**src/rtl/chg_pkg.sv**
```systemverilog
package chg_pkg;

  typedef enum logic [2:0] {
    ST_IDLE  = 3'd0,
    ST_ARM   = 3'd1,
    ST_ON    = 3'd2,
    ST_OFF   = 3'd3,
    ST_DONE  = 3'd4,
    ST_FAULT = 3'd5
  } chg_st_e;

  function automatic int unsigned max3(input int unsigned a,
                                       input int unsigned b,
                                       input int unsigned c);
    int unsigned m;
    m = (a > b) ? a : b;
    return (m > c) ? m : c;
  endfunction

endpackage

```
**src/rtl/chg_start_qual.sv**
```systemverilog
module chg_start_qual (
  input  logic clk,
  input  logic rst_n,
  input  logic en_i,
  input  logic uv_ok_i,
  output logic start_o
);

  logic en_q;

  always_ff @(posedge clk or negedge rst_n) begin
    if (!rst_n) en_q <= 1'b0;
    else        en_q <= en_i;
  end

  // qualified low-to-high transition of enable
  assign start_o = en_i & ~en_q & uv_ok_i;

endmodule

```
**src/rtl/chg_cycle_timer.sv**
```systemverilog
module chg_cycle_timer #(
  parameter int unsigned W = 8
) (
  input  logic         clk,
  input  logic         rst_n,
  input  logic         restart_i,
  output logic [W-1:0] cnt_o
);

  localparam logic [W-1:0] TOP = {W{1'b1}};

  always_ff @(posedge clk or negedge rst_n) begin
    if (!rst_n)              cnt_o <= '0;
    else if (restart_i)      cnt_o <= '0;
    else if (cnt_o != TOP)   cnt_o <= cnt_o + 1'b1;
  end

endmodule

```
**src/rtl/chg_fsm.sv**
```systemverilog
module chg_fsm
  import chg_pkg::*;
#(
  parameter int unsigned ON_MAX_CYC  = 130,
  parameter int unsigned OFF_TMR_CYC = 130,
  parameter int unsigned FAST_TMO_CYC = 130,
  parameter int unsigned W = 8
) (
  input  logic         clk,
  input  logic         rst_n,
  input  logic         en_i,
  input  logic         start_i,
  input  logic         trip_i,
  input  logic         valley_i,
  input  logic         ipk_i,
  input  logic         open_sec_i,
  input  logic         setup_done_i,
  input  logic         low_vout_i,
  input  logic [W-1:0] cnt_i,
  output chg_st_e      st_o,
  output logic         restart_o
);

  localparam logic [W-1:0] ON_LAST   = W'(ON_MAX_CYC - 1);
  localparam logic [W-1:0] TMR_LAST  = W'(OFF_TMR_CYC - 1);
  localparam logic [W-1:0] FAST_LAST = W'(FAST_TMO_CYC - 1);

  chg_st_e st_q, st_d;
  logic on_exp, tmr_exp, fast_exp, off_end;

  assign on_exp   = (cnt_i == ON_LAST);
  assign tmr_exp  = (cnt_i == TMR_LAST);
  assign fast_exp = (cnt_i == FAST_LAST);
  assign off_end  = low_vout_i ? tmr_exp : (valley_i | fast_exp);

  always_comb begin
    st_d = st_q;
    if (!en_i) begin
      st_d = ST_IDLE;
    end else begin
      unique case (st_q)
        ST_IDLE:  if (start_i) st_d = ST_ARM;
        ST_ARM: begin
          if (open_sec_i)        st_d = ST_FAULT;
          else if (setup_done_i) st_d = ST_ON;
        end
        ST_ON: begin
          if (open_sec_i)           st_d = ST_FAULT;
          else if (ipk_i || on_exp) st_d = ST_OFF;
        end
        ST_OFF: begin
          if (open_sec_i)   st_d = ST_FAULT;
          else if (trip_i)  st_d = ST_DONE;
          else if (off_end) st_d = ST_ON;
        end
        ST_DONE:  st_d = ST_DONE;
        ST_FAULT: st_d = ST_FAULT;
        default:  st_d = ST_IDLE;
      endcase
    end
  end

  always_ff @(posedge clk or negedge rst_n) begin
    if (!rst_n) st_q <= ST_IDLE;
    else        st_q <= st_d;
  end

  assign restart_o = (st_d != st_q);
  assign st_o      = st_q;

endmodule

```
**src/rtl/chg_sequencer.sv**
```systemverilog
module chg_sequencer
  import chg_pkg::*;
#(
  parameter int unsigned ON_MAX_CYC   = 130,
  parameter int unsigned OFF_TMR_CYC  = 130,
  parameter int unsigned FAST_TMO_CYC = 130
) (
  input  logic clk,
  input  logic rst_n,
  input  logic en_i,
  input  logic uv_ok_i,
  input  logic trip_i,
  input  logic valley_i,
  input  logic ipk_i,
  input  logic open_sec_i,
  input  logic setup_done_i,
  input  logic low_vout_i,
  output logic gate_o,
  output logic done_n_o
);

  localparam int unsigned LONGEST = max3(ON_MAX_CYC, OFF_TMR_CYC, FAST_TMO_CYC);
  localparam int unsigned CW      = $clog2(LONGEST) + 1;

  logic          start;
  logic          restart;
  logic [CW-1:0] cnt;
  chg_st_e       st_q;

  chg_start_qual u_start (
    .clk     (clk),
    .rst_n   (rst_n),
    .en_i    (en_i),
    .uv_ok_i (uv_ok_i),
    .start_o (start)
  );

  chg_cycle_timer #(.W(CW)) u_timer (
    .clk       (clk),
    .rst_n     (rst_n),
    .restart_i (restart),
    .cnt_o     (cnt)
  );

  chg_fsm #(
    .ON_MAX_CYC   (ON_MAX_CYC),
    .OFF_TMR_CYC  (OFF_TMR_CYC),
    .FAST_TMO_CYC (FAST_TMO_CYC),
    .W            (CW)
  ) u_fsm (
    .clk          (clk),
    .rst_n        (rst_n),
    .en_i         (en_i),
    .start_i      (start),
    .trip_i       (trip_i),
    .valley_i     (valley_i),
    .ipk_i        (ipk_i),
    .open_sec_i   (open_sec_i),
    .setup_done_i (setup_done_i),
    .low_vout_i   (low_vout_i),
    .cnt_i        (cnt),
    .st_o         (st_q),
    .restart_o    (restart)
  );

  assign gate_o   = (st_q == ST_ON);
  assign done_n_o = ~((st_q == ST_DONE) | (st_q == ST_FAULT));

endmodule

```
**config.mk**
```make
export PLATFORM = sky130hd
export DESIGN_NAME = chg_sequencer
export DESIGN_NICKNAME = d
export VERILOG_FILES = /design/src/rtl/chg_pkg.sv /design/src/rtl/chg_start_qual.sv /design/src/rtl/chg_cycle_timer.sv /design/src/rtl/chg_fsm.sv /design/src/rtl/chg_sequencer.sv
export SDC_FILE = /design/constraint.sdc
export NUM_CORES = 1
export LEC_CHECK = 0
export ABC_AREA = 1
export BUFFER_PORTS_ARGS = -buffer_cell sky130_fd_sc_hd__clkbuf_2
export CAP_MARGIN = 20
export CORE_UTILIZATION = 45
export CTS_BUF_LIST = sky130_fd_sc_hd__clkbuf_16
export DETAILED_ROUTE_END_ITERATION = 6
export PLACE_DENSITY_LB_ADDON = 0.08
export SKIP_CTS_REPAIR_TIMING = 1
export SLEW_MARGIN = 20
export SYNTH_ARGS = -nofsm -noshare
export SYNTH_HDL_FRONTEND = slang
export SYNTH_SLANG_ARGS = --single-unit
```
**constraint.sdc**
```tcl
create_clock -name clk -period 3.3 [get_ports clk]
set_clock_uncertainty 0.15 [all_clocks]
set_input_delay 0.33 -clock clk [delete_from_list [all_inputs] [get_ports clk]]
set_output_delay 0.33 -clock clk [all_outputs]
set_load 0.01 [all_outputs]
```
## Word-level counts from Yosys, hierarchy flattened

Cells that the tools add are included.

| word-level totals | value |
|---|---|
| register bits after elaboration | 13 |
| input port bits | 10 |
| output and inout bits | 2 |
| word-level logic and storage cells | 34 |

| operators by class | value |
|---|---|
| add/subtract/negate cells | 1 |
| eq/ne operators | 8 |
| mux-type cells | 13 |
| bitwise gates (word level) | 6 |
| reductions and logical operators | 3 |

Operators with widths:

| cell | number |
|---|---|
| 3-bit two-way mux | 9 |
| 9-bit two-way mux | 2 |
| 3-bit one-hot mux with 6 select lines | 1 |
| 9-bit by 1-bit adder with 9-bit output, second input constant | 1 |
| 9-bit by 8-bit == test with 1-bit output, second input constant | 1 |
| 9-bit != test, second input constant | 1 |
| 3-bit by 2-bit == test with 1-bit output, second input constant | 2 |
| 3-bit == test, second input constant | 2 |
| 3-bit by 1-bit == test with 1-bit output, second input constant | 1 |
| 3-bit zero test | 1 |
| 3-bit != test | 1 |
| 1-bit bitwise AND | 2 |
| 1-bit NOT | 2 |
| 1-bit bitwise OR | 2 |
| 2-bit nonzero test | 1 |
| 1-bit logical OR | 1 |
| 1-bit two-way mux | 1 |

## Depth between registers and ports, before layout

| logic depth | value |
|---|---|
| word-level depth | 10 |
| depth in mapped cells | 12 |
| depth with buffers taken out | 12 |

## Cells and area by module

A second synthesis with hierarchy kept.

| second synthesis, totals | value |
|---|---|
| cells, all modules | 129 |
| area, all modules | 882.1 um^2 |

Modules (own cells, without submodules):

| module | times used | cells each | area each (um^2) | sequential area each (um^2) |
|---|---|---|---|---|
| chg_cycle_timer | 1 | 59 | 478.0 | 225.2 |
| chg_fsm | 1 | 62 | 347.8 | 75.1 |
| chg_start_qual | 1 | 3 | 35.0 | 25.0 |
| chg_sequencer | 1 | 5 | 21.3 | 0.0 |

## Worst setup path before layout

Ideal clock, no wire load.

| timing | value |
|---|---|
| kind | register to register |
| start | register u_timer.cnt_o[0] |
| end | register u_timer.cnt_o[7] |
| library setup time | 0.120 ns |
| data arrival time | 1.704 ns |
| data required time | 3.030 ns |
| slack | 1.327 ns |
| cell stages (with the launch flop) | 11 |
| buffers on the path | 0 |
| period minus slack after synthesis | 1.973 ns |
| path through | dfrtp_1 > ha_1 > inv_1 > nor4_1 > ha_1 > nor3_1 > nand2_1 > nor2_1 > nand3_1 > xor2_1 > nor2_1 |

| between the ends | value |
|---|---|
| cells in the longest elaborated chain, start to end | 10 |
| elaborated cells between the ends (all ways) | 17 |
| classes of those cells | add/sub: 1; eq/ne: 3; mux: 10; bitwise: 1; reduce/logical: 2 |

RTL lines:

| item | line | text |
|---|---|---|
| start: declaration | chg_cycle_timer.sv:7 | `output logic [W-1:0] cnt_o` |
| start signal: assignment | chg_cycle_timer.sv:15 | `else if (cnt_o != TOP) cnt_o <= cnt_o + 1'b1;` |
| 9-bit by 8-bit == test with 1-bit output | chg_fsm.sv:31, chg_fsm.sv:32, chg_fsm.sv:33 |  |
| 1-bit bitwise OR | chg_fsm.sv:34 | `assign off_end = low_vout_i ? tmr_exp : (valley_i \| fast_exp);` |
| 1-bit two-way mux | chg_fsm.sv:34 |  |
| 3-bit two-way mux | chg_fsm.sv:54 | `else if (off_end) st_d = ST_ON;` |
| 3-bit two-way mux | chg_fsm.sv:53 | `else if (trip_i) st_d = ST_DONE;` |
| 3-bit two-way mux | chg_fsm.sv:52 | `if (open_sec_i) st_d = ST_FAULT;` |
| 3-bit one-hot mux with 6 select lines | chg_fsm.sv:41 | `unique case (st_q)` |
| 3-bit two-way mux | chg_fsm.sv:38 | `if (!en_i) begin` |
| 3-bit != test | chg_fsm.sv:68 | `assign restart_o = (st_d != st_q);` |
| 9-bit two-way mux or 2-bit nonzero test (tied branches) | - |  |

Several ways; a longest one is shown, not always the timed one. The select of a mux whose other input is x is not followed.
A chain may end at the register's enable or synchronous reset.

## Final worst setup path

Same ends and word-level chain as after synthesis.

==> key figures <==
Outcome
  – Outcome: completed

Setup path
  – CP required: 3.32 ns
  – Startpoint types: flop
  – Reg2reg setup slack: 1.14 ns
  – Worst r2r dst: u_timer.cnt_o[7]
  – Crit path DAT: 2.17 ns
  – Setup CP Type: reg -> reg
  – Reg2reg path depth: 10
  – Crit-path max FO: 6
  – CP endpoint: u_timer.cnt_o[7]
  – Beginning of the critical path: u_timer.cnt_o[0]
  – Reg2reg start: u_timer.cnt_o[0]
  – Setup crit end kind: flop

Layout
  – Fin nets: 150
  – Layout cells sized above 1: 14.71%
  – Most frequent cells in the layout: nand2_1 (29), inv_1 (25), nor2_1 (17)
  – Number of inserted diodes: 0
  – Commonest non-fill, non-tap cell in the layout: nand2_1
  – Post-layout instance area: 0.001018 sq mm
  – Util after Layout: 58.35%
  – P&R area growth vs syn: 19.36%

Clocking
  – CTS tree: built
  – Clock insertion delay at the later pin of the skew report: 0.24 ns
  – Total CTS buffers: 3
  – Max Root-Sink Buffers: 2
  – CTS H-tree lvls: 1
  – CTS root buffer: clkbuf_16
  – CTS sink cnt: 13
  – Clock slew at reported path FFs: 0.05 ns

Synthesis
  – Synth Area in XOR/XNOR: 6.158%
  – Compound-Gate Fraction of Synth Area: 4.252%
  – Number of synthesized register bits: 13
  – Post-synthesis simple-gate area fraction: 34.75%
  – Seq/Total Area, Yosys: 38.12%
  – Post-synthesis mux area share: 0%
  – Synth cell types: 17
  – Cell Area, Synth: 853.3 sq um
  – Synth Area in Adders: 4.399%
  – Syn. warnings: 0
  – Largest family of logic cells by synthesized area: simple AND/OR/NAND/NOR gates
  – Net Count, Synth: 134
  – Avg Inst Size Synth: 7.052 sq um
  – Post-Synthesis Cells: 121

STA
  – RSZ-0062 raised after global routing: no
  – Crit share post-route: 65.35%
  – Final setup viols: 0
  – Final min period: 2.157 ns
  – Final hold violation count: 0
  – Slew @ Worst Pin: 0.3293 ns
  – Pins Over Slew Limit: 0
  – Peak Freq: 463.7 MHz
  – Final setup TNS: 0 ns
  – Max-slew headroom: 78.04%

Placed design
  – GP Congestion: 0.8152
  – Placed Area: 928.4 sq um
  – Dpl hpwl: 1.247 mm
  – IO buf count: 11

Power and ir drop
  – Peak supply drop: 0.3245 mV
  – Overall power: 575.8 uW
  – Leak Pwr: 0.0005746 uW
  – P per Cell Area: 565.4 mW/mm^2

Floorplanning
  – Initial core utilization: 48.89%
  – IO Pins: 12
  – Cell Rows: 15
  – Die Footprint: 0.002074 sq mm
  – Placeable Area: 0.001745 sq mm
  – Chip height: 45.55 microns
  – Die width: 45.55 microns

Global routing
  – Overall Global Routing Usage: 18.12%
  – First-pass GRT wire length: 2.677 mm
  – Vias in the first global route: 677
  – Largest net degree at the start of global routing: 14
  – Overflow after GRT: 0
  – Initial antenna violation count: 0

Detailed routing
  – Detailed Routing Iterations Pass 1: 4
  – DR vias: 754
  – Routed Antenna Nets: 0
  – DR vias/cell: 4.683
  – DR iter-0 viols: 23
  – WL final: 1.619 mm
  – Drt wl/cell: 10.06 microns
  – Residual DRC: 0

Worst hold path
  – HP Class: in -> reg

Job
  – Max Cap Violations: 0
[power by group]
group	total [uW]	switching (uW)	internal, uW	leakage, uW
combinational	138	83.8	54.1	0.000360
clock	228	66.9	161	0.0000409
sequential	210	22.5	188	0.000173
total	576	173	403	0.000575
[metrics by stage]
stage	instances	worst slack [ns]	hold WS, ns
CTS	160	1.133	-0.1595
global placement	156	1.240	0.09443
finish	161	1.143	0.1350
floorplan	121	1.327	-0.1156
global route	161	0.9506	0.1451
detailed placement	156	1.152	0.09654
[cell usage after synthesis]
library cell	count	area share, %
dfrtp_1	13	38
nor3_1	2	1.2
nand4_1	1	0.73
nor4_1	1	0.73
a211oi_1	1	0.88
nand2_1	29	13
buf_6	1	1.3
inv_1	25	11
o21ai_0	4	2.3
ha_1	3	4.4
xor2_1	6	6.2
nor2_1	17	7.5
nand3_1	13	7.6
nand2_2	1	0.73
o21ai_2	1	1.0
nand3_4	1	2.1
nor2_2	2	1.5
[flip-flops by register name, indices dropped and copies added (netlist names)]
name and flops:
u_fsm.st_o 3, u_start.en_q 1, u_timer.cnt_o 9
[worst max-delay path, cell delays in order, from the launching register on]
cell	delay [ns]
dfrtp_1	0.41
ha_1	0.22
inv_1	0.07
nor4_1	0.05
ha_1	0.25
nor3_1	0.32
nand2_1	0.09
nor2_1	0.15
nand3_1	0.11
xor2_1	0.15
nor2_1	0.11
[layer usage]
metal	part of all wire, %	track usage [%]
met3	2.7	4.762
met1	46	21.95
met2	51	31.14
met4	0	5.455
met5	0	0
[cell type report]
| class | instances | area [sq um] |
|---|---|---|
| clock buffer | 3 | 75.07 |
| clock inverter | 1 | 5.005 |
| fill | 170 | 726.9 |
| inverter | 25 | 93.84 |
| multi-input combinational | 82 | 422.9 |
| sequential | 13 | 325.3 |
| tap | 25 | 31.28 |
| timing repair buffer | 12 | 65.06 |
[cells by family (layout without fill, tap and decap cells)]
family | after synthesis | after routing
simple gates | 67 | 67
buf+inv | 26 | 41
flops | 13 | 13
compound gates | 6 | 6
xor+xnor | 6 | 6
fa+ha+maj | 3 | 3
[worst min-delay path by stage]
stage,cells after the start,startpoint,end
global placement,1,rst_n,u_timer.cnt_o[5]
finish,1,en_i,u_start.en_q
CTS,1,rst_n,u_timer.cnt_o[5]
floorplan,0,rst_n,u_fsm.st_o[0]
detailed placement,1,rst_n,u_timer.cnt_o[5]
global route,1,en_i,u_start.en_q
No activity file was read; power rests on OpenSTA's default activity.
